==> src/rtl/spi_fifo_irq_pkg.sv <==
package spi_fifo_irq_pkg;
  typedef enum logic [2:0] {
    A_CTRL   = 3'd0,
    A_STAT   = 3'd1,
    A_TRIG   = 3'd2,
    A_TXLVL  = 3'd3,
    A_RXLVL  = 3'd4,
    A_TXDATA = 3'd5,
    A_RXDATA = 3'd6
  } reg_addr_e;

  // status / enable bit positions (shared by status and control)
  localparam int B_RXTRG = 0;
  localparam int B_TXTRG = 4;
  localparam int B_XEND  = 8;
  localparam int B_SEND  = 9;
  localparam int B_OVF   = 12;
  localparam int B_UND   = 13;
  // control-only bits
  localparam int B_TRGEN = 16;
  localparam int B_SRST  = 28;

  localparam logic [31:0] STICKY_MASK = 32'h0000_3310;
  localparam logic [31:0] IRQ_MASK    = 32'h0000_3311;
  localparam logic [31:0] CTRL_MASK   = 32'h1001_3311;
endpackage

==> src/rtl/sfi_fifo.sv <==
module sfi_fifo #(
  parameter int DEPTH = 32,
  parameter int WIDTH = 16,
  localparam int AW = $clog2(DEPTH),
  localparam int CW = $clog2(DEPTH + 1)
) (
  input  logic             clk,
  input  logic             rst_n,
  input  logic             flush,
  input  logic [CW-1:0]    cap,
  input  logic             push,
  input  logic [WIDTH-1:0] push_data,
  input  logic             pop,
  output logic [WIDTH-1:0] pop_data,
  output logic [CW-1:0]    level,
  output logic             full,
  output logic             empty
);
  logic [WIDTH-1:0] mem [DEPTH];
  logic [AW-1:0] wr_ptr, rd_ptr;
  logic [CW-1:0] count;
  logic push_ok, pop_ok;

  assign full    = (count >= cap);
  assign empty   = (count == '0);
  assign push_ok = push && !full && !flush;
  assign pop_ok  = pop && !empty && !flush;
  assign level   = count;
  assign pop_data = empty ? '0 : mem[rd_ptr];

  function automatic logic [AW-1:0] nxt(input logic [AW-1:0] p);
    return (p == AW'(DEPTH - 1)) ? '0 : p + 1'b1;
  endfunction

  always_ff @(posedge clk) begin
    if (push_ok) mem[wr_ptr] <= push_data;
  end

  always_ff @(posedge clk or negedge rst_n) begin
    if (!rst_n) begin
      wr_ptr <= '0;
      rd_ptr <= '0;
      count  <= '0;
    end else if (flush) begin
      wr_ptr <= '0;
      rd_ptr <= '0;
      count  <= '0;
    end else begin
      if (push_ok) wr_ptr <= nxt(wr_ptr);
      if (pop_ok)  rd_ptr <= nxt(rd_ptr);
      count <= count + {{(CW-1){1'b0}}, push_ok} - {{(CW-1){1'b0}}, pop_ok};
    end
  end


  fifo_drop_chk: assert property (@(posedge clk) disable iff (!rst_n)
    push && full && !pop && !flush |=> level == $past(level));

  fifo_bound_chk: assert property (@(posedge clk) disable iff (!rst_n)
    level <= CW'(DEPTH));

  fifo_flush_chk: assert property (@(posedge clk) disable iff (!rst_n)
    flush |=> level == '0);

  fifo_empty_pop_chk: assert property (@(posedge clk) disable iff (!rst_n)
    pop && empty && !push |=> level == '0);
endmodule

==> src/rtl/sfi_status.sv <==
module sfi_status
  import spi_fifo_irq_pkg::*;
(
  input  logic        clk,
  input  logic        rst_n,
  input  logic        srst,
  input  logic [31:0] set_evt,
  input  logic [31:0] clr_mask,
  input  logic [31:0] live_vec,
  input  logic [31:0] enables,
  output logic [31:0] status,
  output logic        irq
);
  logic [31:0] sticky_q;

  always_ff @(posedge clk or negedge rst_n) begin
    if (!rst_n)    sticky_q <= '0;
    else if (srst) sticky_q <= '0;
    else           sticky_q <= ((sticky_q & ~clr_mask) | set_evt) & STICKY_MASK;
  end

  assign status = sticky_q | (live_vec & ~STICKY_MASK);
  assign irq    = |(status & enables & IRQ_MASK);


  set_wins_chk: assert property (@(posedge clk) disable iff (!rst_n)
    !srst |=> ((sticky_q & $past(set_evt & STICKY_MASK)) == $past(set_evt & STICKY_MASK)));

  srst_clear_chk: assert property (@(posedge clk) disable iff (!rst_n)
    srst |=> sticky_q == '0);
endmodule

==> src/rtl/spi_fifo_irq.sv <==
module spi_fifo_irq
  import spi_fifo_irq_pkg::*;
#(
  parameter int FIFO_BYTES = 32,
  parameter int WORD_W     = 16,
  localparam int CW = $clog2(FIFO_BYTES + 1)
) (
  input  logic              clk,
  input  logic              rst_n,
  input  logic              reg_wr,
  input  logic              reg_rd,
  input  logic [2:0]        reg_addr,
  input  logic [31:0]       reg_wdata,
  output logic [31:0]       reg_rdata,
  input  logic              wide_mode,
  input  logic              send_mode,
  output logic              tx_valid,
  input  logic              tx_ready,
  output logic [WORD_W-1:0] tx_data,
  input  logic              rx_valid,
  output logic              rx_ready,
  input  logic [WORD_W-1:0] rx_data,
  input  logic              xfer_end_evt,
  input  logic              shift_end_evt,
  output logic              irq
);
  localparam int CAP_NARROW = FIFO_BYTES;
  localparam int CAP_WIDE   = FIFO_BYTES / 2;

  logic [31:0] ctrl_q;
  logic [2:0]  trig_q;
  logic        srst;
  logic [CW-1:0] cap_sel, tx_level, rx_level;
  logic [WORD_W-1:0] dmask, rx_head;
  logic tx_full, tx_empty, rx_full, rx_empty;
  logic tx_flush, rx_flush, tx_push, rx_pop;
  logic [31:0] set_vec, live_vec, clr_vec, stat;
  logic rx_trig;

  assign srst    = ctrl_q[B_SRST];
  assign cap_sel = wide_mode ? CW'(CAP_WIDE) : CW'(CAP_NARROW);
  assign dmask   = wide_mode ? {WORD_W{1'b1}} : WORD_W'(8'hFF);

  // register-side strobes
  assign tx_push  = reg_wr && (reg_addr == A_TXDATA) && !srst;
  assign rx_pop   = reg_rd && (reg_addr == A_RXDATA);
  assign tx_flush = srst || (reg_wr && (reg_addr == A_TXLVL) && (reg_wdata == '0));
  assign rx_flush = srst || (reg_wr && (reg_addr == A_RXLVL) && (reg_wdata == '0));
  assign clr_vec  = (reg_wr && (reg_addr == A_STAT)) ? reg_wdata : '0;

  always_ff @(posedge clk or negedge rst_n) begin
    if (!rst_n) begin
      ctrl_q <= '0;
      trig_q <= '0;
    end else if (reg_wr) begin
      if (reg_addr == A_CTRL) ctrl_q <= reg_wdata & CTRL_MASK;
      if (reg_addr == A_TRIG) trig_q <= reg_wdata[2:0];
    end
  end

  sfi_fifo #(.DEPTH(FIFO_BYTES), .WIDTH(WORD_W)) u_txq (
    .clk(clk), .rst_n(rst_n), .flush(tx_flush), .cap(cap_sel),
    .push(tx_push), .push_data(reg_wdata[WORD_W-1:0] & dmask),
    .pop(tx_ready), .pop_data(tx_data),
    .level(tx_level), .full(tx_full), .empty(tx_empty));

  sfi_fifo #(.DEPTH(FIFO_BYTES), .WIDTH(WORD_W)) u_rxq (
    .clk(clk), .rst_n(rst_n), .flush(rx_flush), .cap(cap_sel),
    .push(rx_valid && !srst), .push_data(rx_data & dmask),
    .pop(rx_pop), .pop_data(rx_head),
    .level(rx_level), .full(rx_full), .empty(rx_empty));

  assign tx_valid = !tx_empty;
  assign rx_ready = !rx_full;

  // live receive threshold: count >= 2^code
  assign rx_trig = ctrl_q[B_TRGEN] &&
                   ({{(32-CW){1'b0}}, rx_level} >= (32'd1 << trig_q));

  always_comb begin
    set_vec = '0;
    set_vec[B_TXTRG] = tx_valid && tx_ready && (tx_level == CW'(1)) && !tx_flush;
    set_vec[B_XEND]  = xfer_end_evt;
    set_vec[B_SEND]  = shift_end_evt;
    set_vec[B_OVF]   = rx_valid && rx_full;
    set_vec[B_UND]   = send_mode && tx_ready && tx_empty;
    live_vec = '0;
    live_vec[B_RXTRG] = rx_trig;
  end

  sfi_status u_stat (
    .clk(clk), .rst_n(rst_n), .srst(srst), .set_evt(set_vec),
    .clr_mask(clr_vec), .live_vec(live_vec), .enables(ctrl_q),
    .status(stat), .irq(irq));

  always_comb begin
    case (reg_addr)
      A_CTRL:   reg_rdata = ctrl_q;
      A_STAT:   reg_rdata = stat;
      A_TRIG:   reg_rdata = {29'd0, trig_q};
      A_TXLVL:  reg_rdata = {{(32-CW){1'b0}}, tx_level};
      A_RXLVL:  reg_rdata = {{(32-CW){1'b0}}, rx_level};
      A_RXDATA: reg_rdata = {{(32-WORD_W){1'b0}}, rx_head};
      default:  reg_rdata = '0;
    endcase
  end


  overflow_flag_chk: assert property (@(posedge clk) disable iff (!rst_n)
    rx_valid && !rx_ready && !srst |=> stat[B_OVF]);

  underrun_flag_chk: assert property (@(posedge clk) disable iff (!rst_n)
    send_mode && tx_ready && !tx_valid && !srst |=> stat[B_UND]);

  srst_empty_chk: assert property (@(posedge clk) disable iff (!rst_n)
    srst |=> !tx_valid && rx_ready);
endmodule

==> config.mk <==
export PLATFORM = sky130hd
export DESIGN_NAME = spi_fifo_irq
export DESIGN_NICKNAME = d
export VERILOG_FILES = /design/src/rtl/spi_fifo_irq_pkg.sv /design/src/rtl/sfi_fifo.sv /design/src/rtl/sfi_status.sv /design/src/rtl/spi_fifo_irq.sv
export SDC_FILE = /design/constraint.sdc
export NUM_CORES = 1
export LEC_CHECK = 0
export ABC_AREA = 1
export BUFFER_PORTS_ARGS = -buffer_cell sky130_fd_sc_hd__buf_4
export CAP_MARGIN = 20
export CORE_ASPECT_RATIO = 1.75
export CORE_UTILIZATION = 40
export CTS_BUF_LIST = sky130_fd_sc_hd__clkbuf_8
export DETAILED_ROUTE_END_ITERATION = 10
export GPL_TIMING_DRIVEN = 1
export PLACE_DENSITY = 0.65
export SETUP_SLACK_MARGIN = 0.5
export SLEW_MARGIN = 20
export SYNTH_ARGS = -nofsm -noshare
export SYNTH_HDL_FRONTEND = slang
export SYNTH_SLANG_ARGS = --single-unit
==> constraint.sdc <==
create_clock -name clk -period 3.6 [get_ports clk]
set_clock_uncertainty 0.15 [all_clocks]
set_input_delay 0.36 -clock clk [delete_from_list [all_inputs] [get_ports clk]]
set_output_delay 0.36 -clock clk [all_outputs]
set_load 0.005 [all_outputs]
## Word-level counts from Yosys, hierarchy flattened

Memory sizes are Yosys's and may differ from the RTL's.
Cells that the tools add are included.

- $add $sub $neg: 8
- Order comparisons: 3
- Equal/unequal tests: 11
- Shift-type cells: 1
- Mux-type cells: 25
- Bitwise operators: 7
- Reduce and logical (&&, ||, !) cells: 43

Operators with widths:

| cell | number |
|---|---|
| $pmux W32 S6 | 1 |
| $mux W5 | 12 |
| $mux W16 | 3 |
| $and A16 B16 Y16 | 2 |
| $ge A6 B32 Y1 | 1 |
| $logic_not A32 Y1 | 1 |
| $shl A1 B3 Y32 const A | 1 |
| $and A14 B14 Y14 | 2 |
| $mux W14 | 2 |
| $logic_and A1 B1 Y1 | 23 |
| $add A5 B1 Y5 const B | 4 |
| $eq A5 B5 Y1 const B | 4 |
| $mux W6 | 3 |
| $not A14 Y14 | 1 |
| $or A14 B1 Y14 | 1 |
| $or A14 B14 Y14 | 1 |
| $add A6 B1 Y6 | 2 |
| $ge A6 B6 Y1 | 2 |
| $logic_not A6 Y1 | 2 |
| $sub A6 B1 Y6 | 2 |
| $eq A3 B3 Y1 const B | 3 |
| $reduce_bool A2 Y1 | 4 |
| $logic_not A1 Y1 | 7 |
| $eq A3 B2 Y1 const B | 2 |
| 7 further kinds | 12 |

- Register bits after elaboration: 57
- Memory bits (writable): 1,024
- Bits of input ports: 61
- Output and inout bits: 51
- Logic and storage cells: 109
- Memories kept: 2

Memory list:

| memory | words | bits a word | read ports | clocked after Yosys merged registers in | wr ports | line | RTL |
|---|---|---|---|---|---|---|---|
| u_rxq.mem | 32 | 16 | 1 | 0 | 1 | sfi_fifo.sv:19 | `logic [WIDTH-1:0] mem [DEPTH];` |
| u_txq.mem | 32 | 16 | 1 | 0 | 1 | sfi_fifo.sv:19 |  |

## Logic depth before layout (Yosys ltp)

- Depth in word-level cells: 9
- Gate-level depth with buffers: 20
- Gate-level depth less buffers: 20

## Modules after synthesis

A second synthesis with hierarchy kept.

- Cell total of the unflattened synthesis: 4,782
- Area total of the unflattened synthesis: 48,950.7 um^2

By module, submodules not included:

| module | instances | cells an instance | area an instance (um^2) | sequential area each (um^2) |
|---|---|---|---|---|
| sfi_fifo at u_rxq | 1 | 2,194 | 23,392.4 | 15,775.1 |
| sfi_fifo at u_txq | 1 | 2,194 | 23,374.9 | 15,775.1 |
| spi_fifo_irq | 1 | 335 | 1,747.9 | 275.3 |
| sfi_status | 1 | 59 | 435.4 | 125.1 |

## Worst setup path before layout

Ideal clock, no wire load.

- Path kind: reg-to-reg
- Start: register u_rxq.count[2] (netlist: u_rxq.level[2])
- End: register u_rxq.count[4] (netlist: u_rxq.level[4])
- Setup time: 0.124 ns
- Data arrival time: 2.617 ns
- Required time: 3.326 ns
- Slack: 0.708 ns
- Stages on the path, launching flop included: 20
- Buffers on the path: 0
- Clock period less this slack: 2.892 ns
- Path through: dfrtp_1 > inv_1 > ha_1 > nand2_1 > nor2_1 > nand2_1 > nand2_1 > clkinv_1 > nand2_1 > nor2_1 > ha_1 > inv_1 > ha_1 > fa_1 > nand2_1 > inv_1 > o21ai_0 > nand2_1 > xor2_1 > nor2_1

- Cells in the longest elaborated chain, start to end: 7
- Elaborated cells between the ends (all ways): 11
- Classes of those cells: 2 x add/sub; 1 x order compare; 1 x mux; 7 x reduce/logical

RTL lines:

| what | line | RTL |
|---|---|---|
| start: declaration | sfi_fifo.sv:21 | `logic [CW-1:0] count;` |
| start signal: assignment | sfi_fifo.sv:51 | `count <= count + {{(CW-1){1'b0}}, push_ok} - {{(CW-1){1'b0}}, pop_ok};` |
| $ge A6 B6 Y1 | sfi_fifo.sv:24 | `assign full = (count >= cap);` |
| $logic_not A1 Y1 | sfi_fifo.sv:26 | `assign push_ok = push && !full && !flush;` |
| $logic_and A1 B1 Y1 (2 in a row) | sfi_fifo.sv:26 |  |
| $add A6 B1 Y6 | sfi_fifo.sv:51 |  |
| $sub A6 B1 Y6 * | sfi_fifo.sv:51 |  |
| $mux W6 * | sfi_fifo.sv:44 | `end else if (flush) begin` |

Mark *: on every way between the ends. The rest lies on a longest branch, timed or not.
A chain may end at the register's enable or synchronous reset.

## Worst setup path after layout

- Start: register u_txq.rd_ptr[0]
- End: output tx_data[2]

- Cells in the longest elaborated chain, start to end: 2

RTL lines:

| what | line | RTL |
|---|---|---|
| start: declaration | sfi_fifo.sv:20 | `logic [AW-1:0] wr_ptr, rd_ptr;` |
| start signal: assignment | sfi_fifo.sv:50 | `if (pop_ok) rd_ptr <= nxt(rd_ptr);` |
| $mem_v2 Z32 W16 | - |  |
| $mux W16 | sfi_fifo.sv:29 | `assign pop_data = empty ? '0 : mem[rd_ptr];` |
| end: declaration | spi_fifo_irq.sv:19 | `output logic [WORD_W-1:0] tx_data,` |

Every way passes these cells.

==> results.sh <==
export IMPL_holdWs_ns=0.0942
export IMPL_switching_share_pct=26.9
export IMPL_routabilityCongestion=0.897
export IMPL_post_synth_top_area_cell="edfxtp_1"
export IMPL_drt_pass1_iter_count=6
export IMPL_dp_hpwl_mm=78.8
export IMPL_synthTopCellsByArea="edfxtp_1 (69%), nand2_1 (9.4%), nand3_1 (5.3%)"
export IMPL_drv_slew=0
export IMPL_cp_arrival_ns=2.94
export IMPL_combPwrFrac_pct=15.0
export IMPL_yosysUniqueCellTypes=38
export IMPL_worst_path_buf_inv=5
export IMPL_final_layout_size_suffix_gt1_share_pct=19.7
export IMPL_nNetsFinal=4397
export IMPL_fp_dieArea_sq_um=113000
export IMPL_run_status="complete, no violations"
export IMPL_crit_chain="buf_12 > clkinv_16 > buf_16 > buf_12 > nand2_4 > nand3_2 > nand3_2 > o211ai_1 > nand3_2 > a21oi_2 > buf_4"
export IMPL_io_buffer_count=97
export IMPL_min_period_over_period_pct=95.8
export IMPL_cp_start_kind="register"
export IMPL_holdPathStages=6
export IMPL_max_cap_viol_count=0
export IMPL_timing_hold_violations_final=0
export IMPL_viasPerCell=5.47
export IMPL_p_int_w=0.0200
export IMPL_avgRoutedWirePerCell_microns=24.3
export IMPL_clock_sinks=1072
export IMPL_holdPathEnd="u_txq.wr_ptr[2]"
export IMPL_start_util_pct=40.3
export IMPL_routed_wl_mm=143
export IMPL_grt_pass1_vias=31100
export IMPL_synth_avg_cell_area_sq_um=11.5
export IMPL_synth_area_sq_um=44800
export IMPL_ir_drop_v=0.000388
export IMPL_rows=162
export IMPL_crit_type="register to output port"
export IMPL_hp_start="reg_addr[2]"
export IMPL_synthTopCellsByCount="nand2_1 (1115), edfxtp_1 (1024), nand3_1 (478)"
export IMPL_cp_top_family="buffers and inverters"
export IMPL_r2r_end="u_txq.mem[2][10]"
export IMPL_setup_viol=0
export IMPL_antenna_found_initial=1
export IMPL_r2r_start="ctrl_q[28]"
export IMPL_required_ns=3.09
export IMPL_final_seq_area_sq_um=32000
export IMPL_drcViolationCount=0
export IMPL_max_freq_mhz=290
export IMPL_clkTransAtPathRegs_ns=0.07
export IMPL_num_fill_cells=9655
export IMPL_rsz0062_at_grt="yes"
export IMPL_clk_latency_ns=0.88
export IMPL_ios=112
export IMPL_cp_common_cell="nand3_2"
export IMPL_synth_edf_count=1024
export IMPL_multi_input_comb_area_sq_um=12500
export IMPL_period_minus_slack_ns=3.45
export IMPL_clock_power_share_pct=34.7
export IMPL_synthCells=3907
export IMPL_synth_top_area_share_pct=68.7
export IMPL_r2r_cells=6
export IMPL_cts_made_buffers=155
export IMPL_cts_max_path_buffers=3
export IMPL_yosysMostFrequentCell="nand2_1"
export IMPL_crit_slowest_cell="dfrtp_4"
export IMPL_cp_slowest_stage_delay_ns=0.51
export IMPL_root_buffer="clkbuf_8"
export IMPL_seqPwrFrac_pct=50.4
export IMPL_fp_dieH_microns=445
export IMPL_core_area_sq_um=111000
export IMPL_yosys_warnings=0
export IMPL_track_usage_pct=24.9
export IMPL_drtIter0Drc=3288
export IMPL_synth_seq_cells=1072
export IMPL_grt_first_pass_wirelength_mm=203
export IMPL_hold_class="input pin to register"
export IMPL_overflow=0
export IMPL_fp_dieW_microns=255
export IMPL_vias=32200
export IMPL_worst_slew_pin_slew_ns=1.09
export IMPL_grt_start_max_net_pins=70
export IMPL_h_tree_depth=4
export IMPL_cts_tree="built"
export IMPL_yosys_most_used_dff="edfxtp_1"
export IMPL_synthArstFlopShare_pct=4.48
export IMPL_ant_nets=0
export IMPL_worstPathMaxFanout=7
export IMPL_cellLeakagePower_nw=20.4
export IMPL_power_density_nw_per_um2=495
export IMPL_cp_end_kind="output port"
export IMPL_yosysSeqAreaShare_pct=71.4
export IMPL_area_growth_pct=23.6
export IMPL_switchingPower_w=0.00735
export IMPL_r2r_setup_slack_ns=0.61
export IMPL_setup_tns_ns=0
export IMPL_relSlewSlack_pct=27.5
## through the flow
step / util (%) / total power [W] / instances / setup slack (ns) / instance area [sq um]
floorplan: - / 0.0157 / 3920 / 0.708 / 44800
global placement: 43.1 / 0.0169 / 5435 / 0.439 / 47900
detailed placement: 43.1 / 0.0169 / 5435 / 0.476 / 47900
CTS: 49.0 / 0.0272 / 5865 / 0.131 / 54400
global route: 49.8 / 0.0283 / 5894 / 0.0796 / 55300
finish: 49.8 / 0.0274 / 5894 / 0.151 / 55300
## registers in the layout (all words and copies together), names as in the netlist
name and flops:
u_txq.level 6, u_rxq.level 6, u_rxq.wr_ptr 5, trig_q 3
u_rxq.mem 512, ctrl_q 8, u_txq.rd_ptr 5, u_txq.mem 512
u_rxq.rd_ptr 5, u_txq.wr_ptr 5, u_stat.sticky_q 5
## cells in the final DEF (no fill, tap or decap), types with 7 or more instances in the layout
master and instances:
conb_1 14, nor2_4 15, nand2_2 41, bufbuf_16 7
nor2_2 24, nand3_2 87, clkbuf_16 7, nand2_1 1061
dfrtp_1 38, clkinv_1 41, clkinv_2 16, nand2_4 13
bufinv_16 8, inv_2 7, buf_4 255, a21boi_0 26
nand3_1 369, nand4_1 27, buf_16 48, inv_1 174
nand3_4 22, clkbuf_8 158, a21oi_2 38, a21oi_1 125
o21ai_0 106, ha_1 38, o21ai_1 21, dlygate4sd3_1 53
buf_12 34, o22ai_1 8, edfxtp_1 1024, nor2_1 325
o211ai_1 58, o21ai_2 9, buf_6 26
## final cells by class
class	instances	area share [%]
Sequential cell	1072	57.8
Clock inverter	121	1.47
Timing Repair Buffer	436	9.46
Inverter	147	1.11
Multi-Input combinational cell	2474	22.7
Tap cell	1476	3.34
Clock buffer	158	3.93
Timing Repair inverter	8	0.199
Antenna cell	2	0.00905
## metal layers
layer	part of all wire [%]	track usage [%]	vias up
met5	0	0	-
li1	-	-	14400
met3	7.3	4.66	465
met2	51	43.0	1669
met4	8.0	18.7	0
met1	34	26.9	15700
## power groups by stage
stage,logic (W),registers [W],clock network [W]
3_5_place_dp,0.00287,0.0141,0
2_1_floorplan,0.00166,0.0140,0
4_1_cts,0.00378,0.0138,0.00962
5_1_grt,0.00436,0.0138,0.0101
3_3_place_gp,0.00284,0.0141,0
6_report,0.00410,0.0138,0.00949
## worst max-delay path by stage
stage                          startpoint              to  slack (ns)  cells after the start
after global placement       reg_wdata[0]  u_rxq.level[4]        0.44                     19
after floorplan            u_rxq.level[2]  u_rxq.level[4]        0.71                     19
after global routing      u_rxq.rd_ptr[0]    reg_rdata[2]        0.08                     13
final                     u_txq.rd_ptr[0]      tx_data[2]        0.15                     11
after CTS                 u_txq.rd_ptr[0]      tx_data[7]        0.13                      8
after detailed placement     reg_wdata[7]  u_txq.level[4]        0.48                     19
## tightest hold or removal path: stages
cell,delay (ns)
buf_4,0.12
inv_1,0.11
nor4_1,0.11
nand2_1,0.18
nand4_1,0.11
o21ai_0,0.08
## logic make-up (layout without fill, tap and decap cells)
logic type	count (synthesis)	in the layout	synth area share (%)
AND/OR/NAND/NOR	1998	1998	18.4
flip-flops	1072	1072	71.4
AO/OA/AOI/OAI	412	412	5.21
buffers and inverters	374	870	3.67
adder cells (fa/ha/maj)	42	42	1.21
XOR/XNOR	7	7	0.137
other	1	16	0.00838
multiplexers	1	1	0.0224
## timing repair
item,in CTS,in global routing
endpoints found under the hold margin,783,28
pin swaps,106,89
gates cloned,47,9
setup buffers,53,12
gates resized for setup,347,137
hold buffers,51,3
setup endpoints to repair,33,38
No activity file was read; power rests on OpenSTA's default activity.
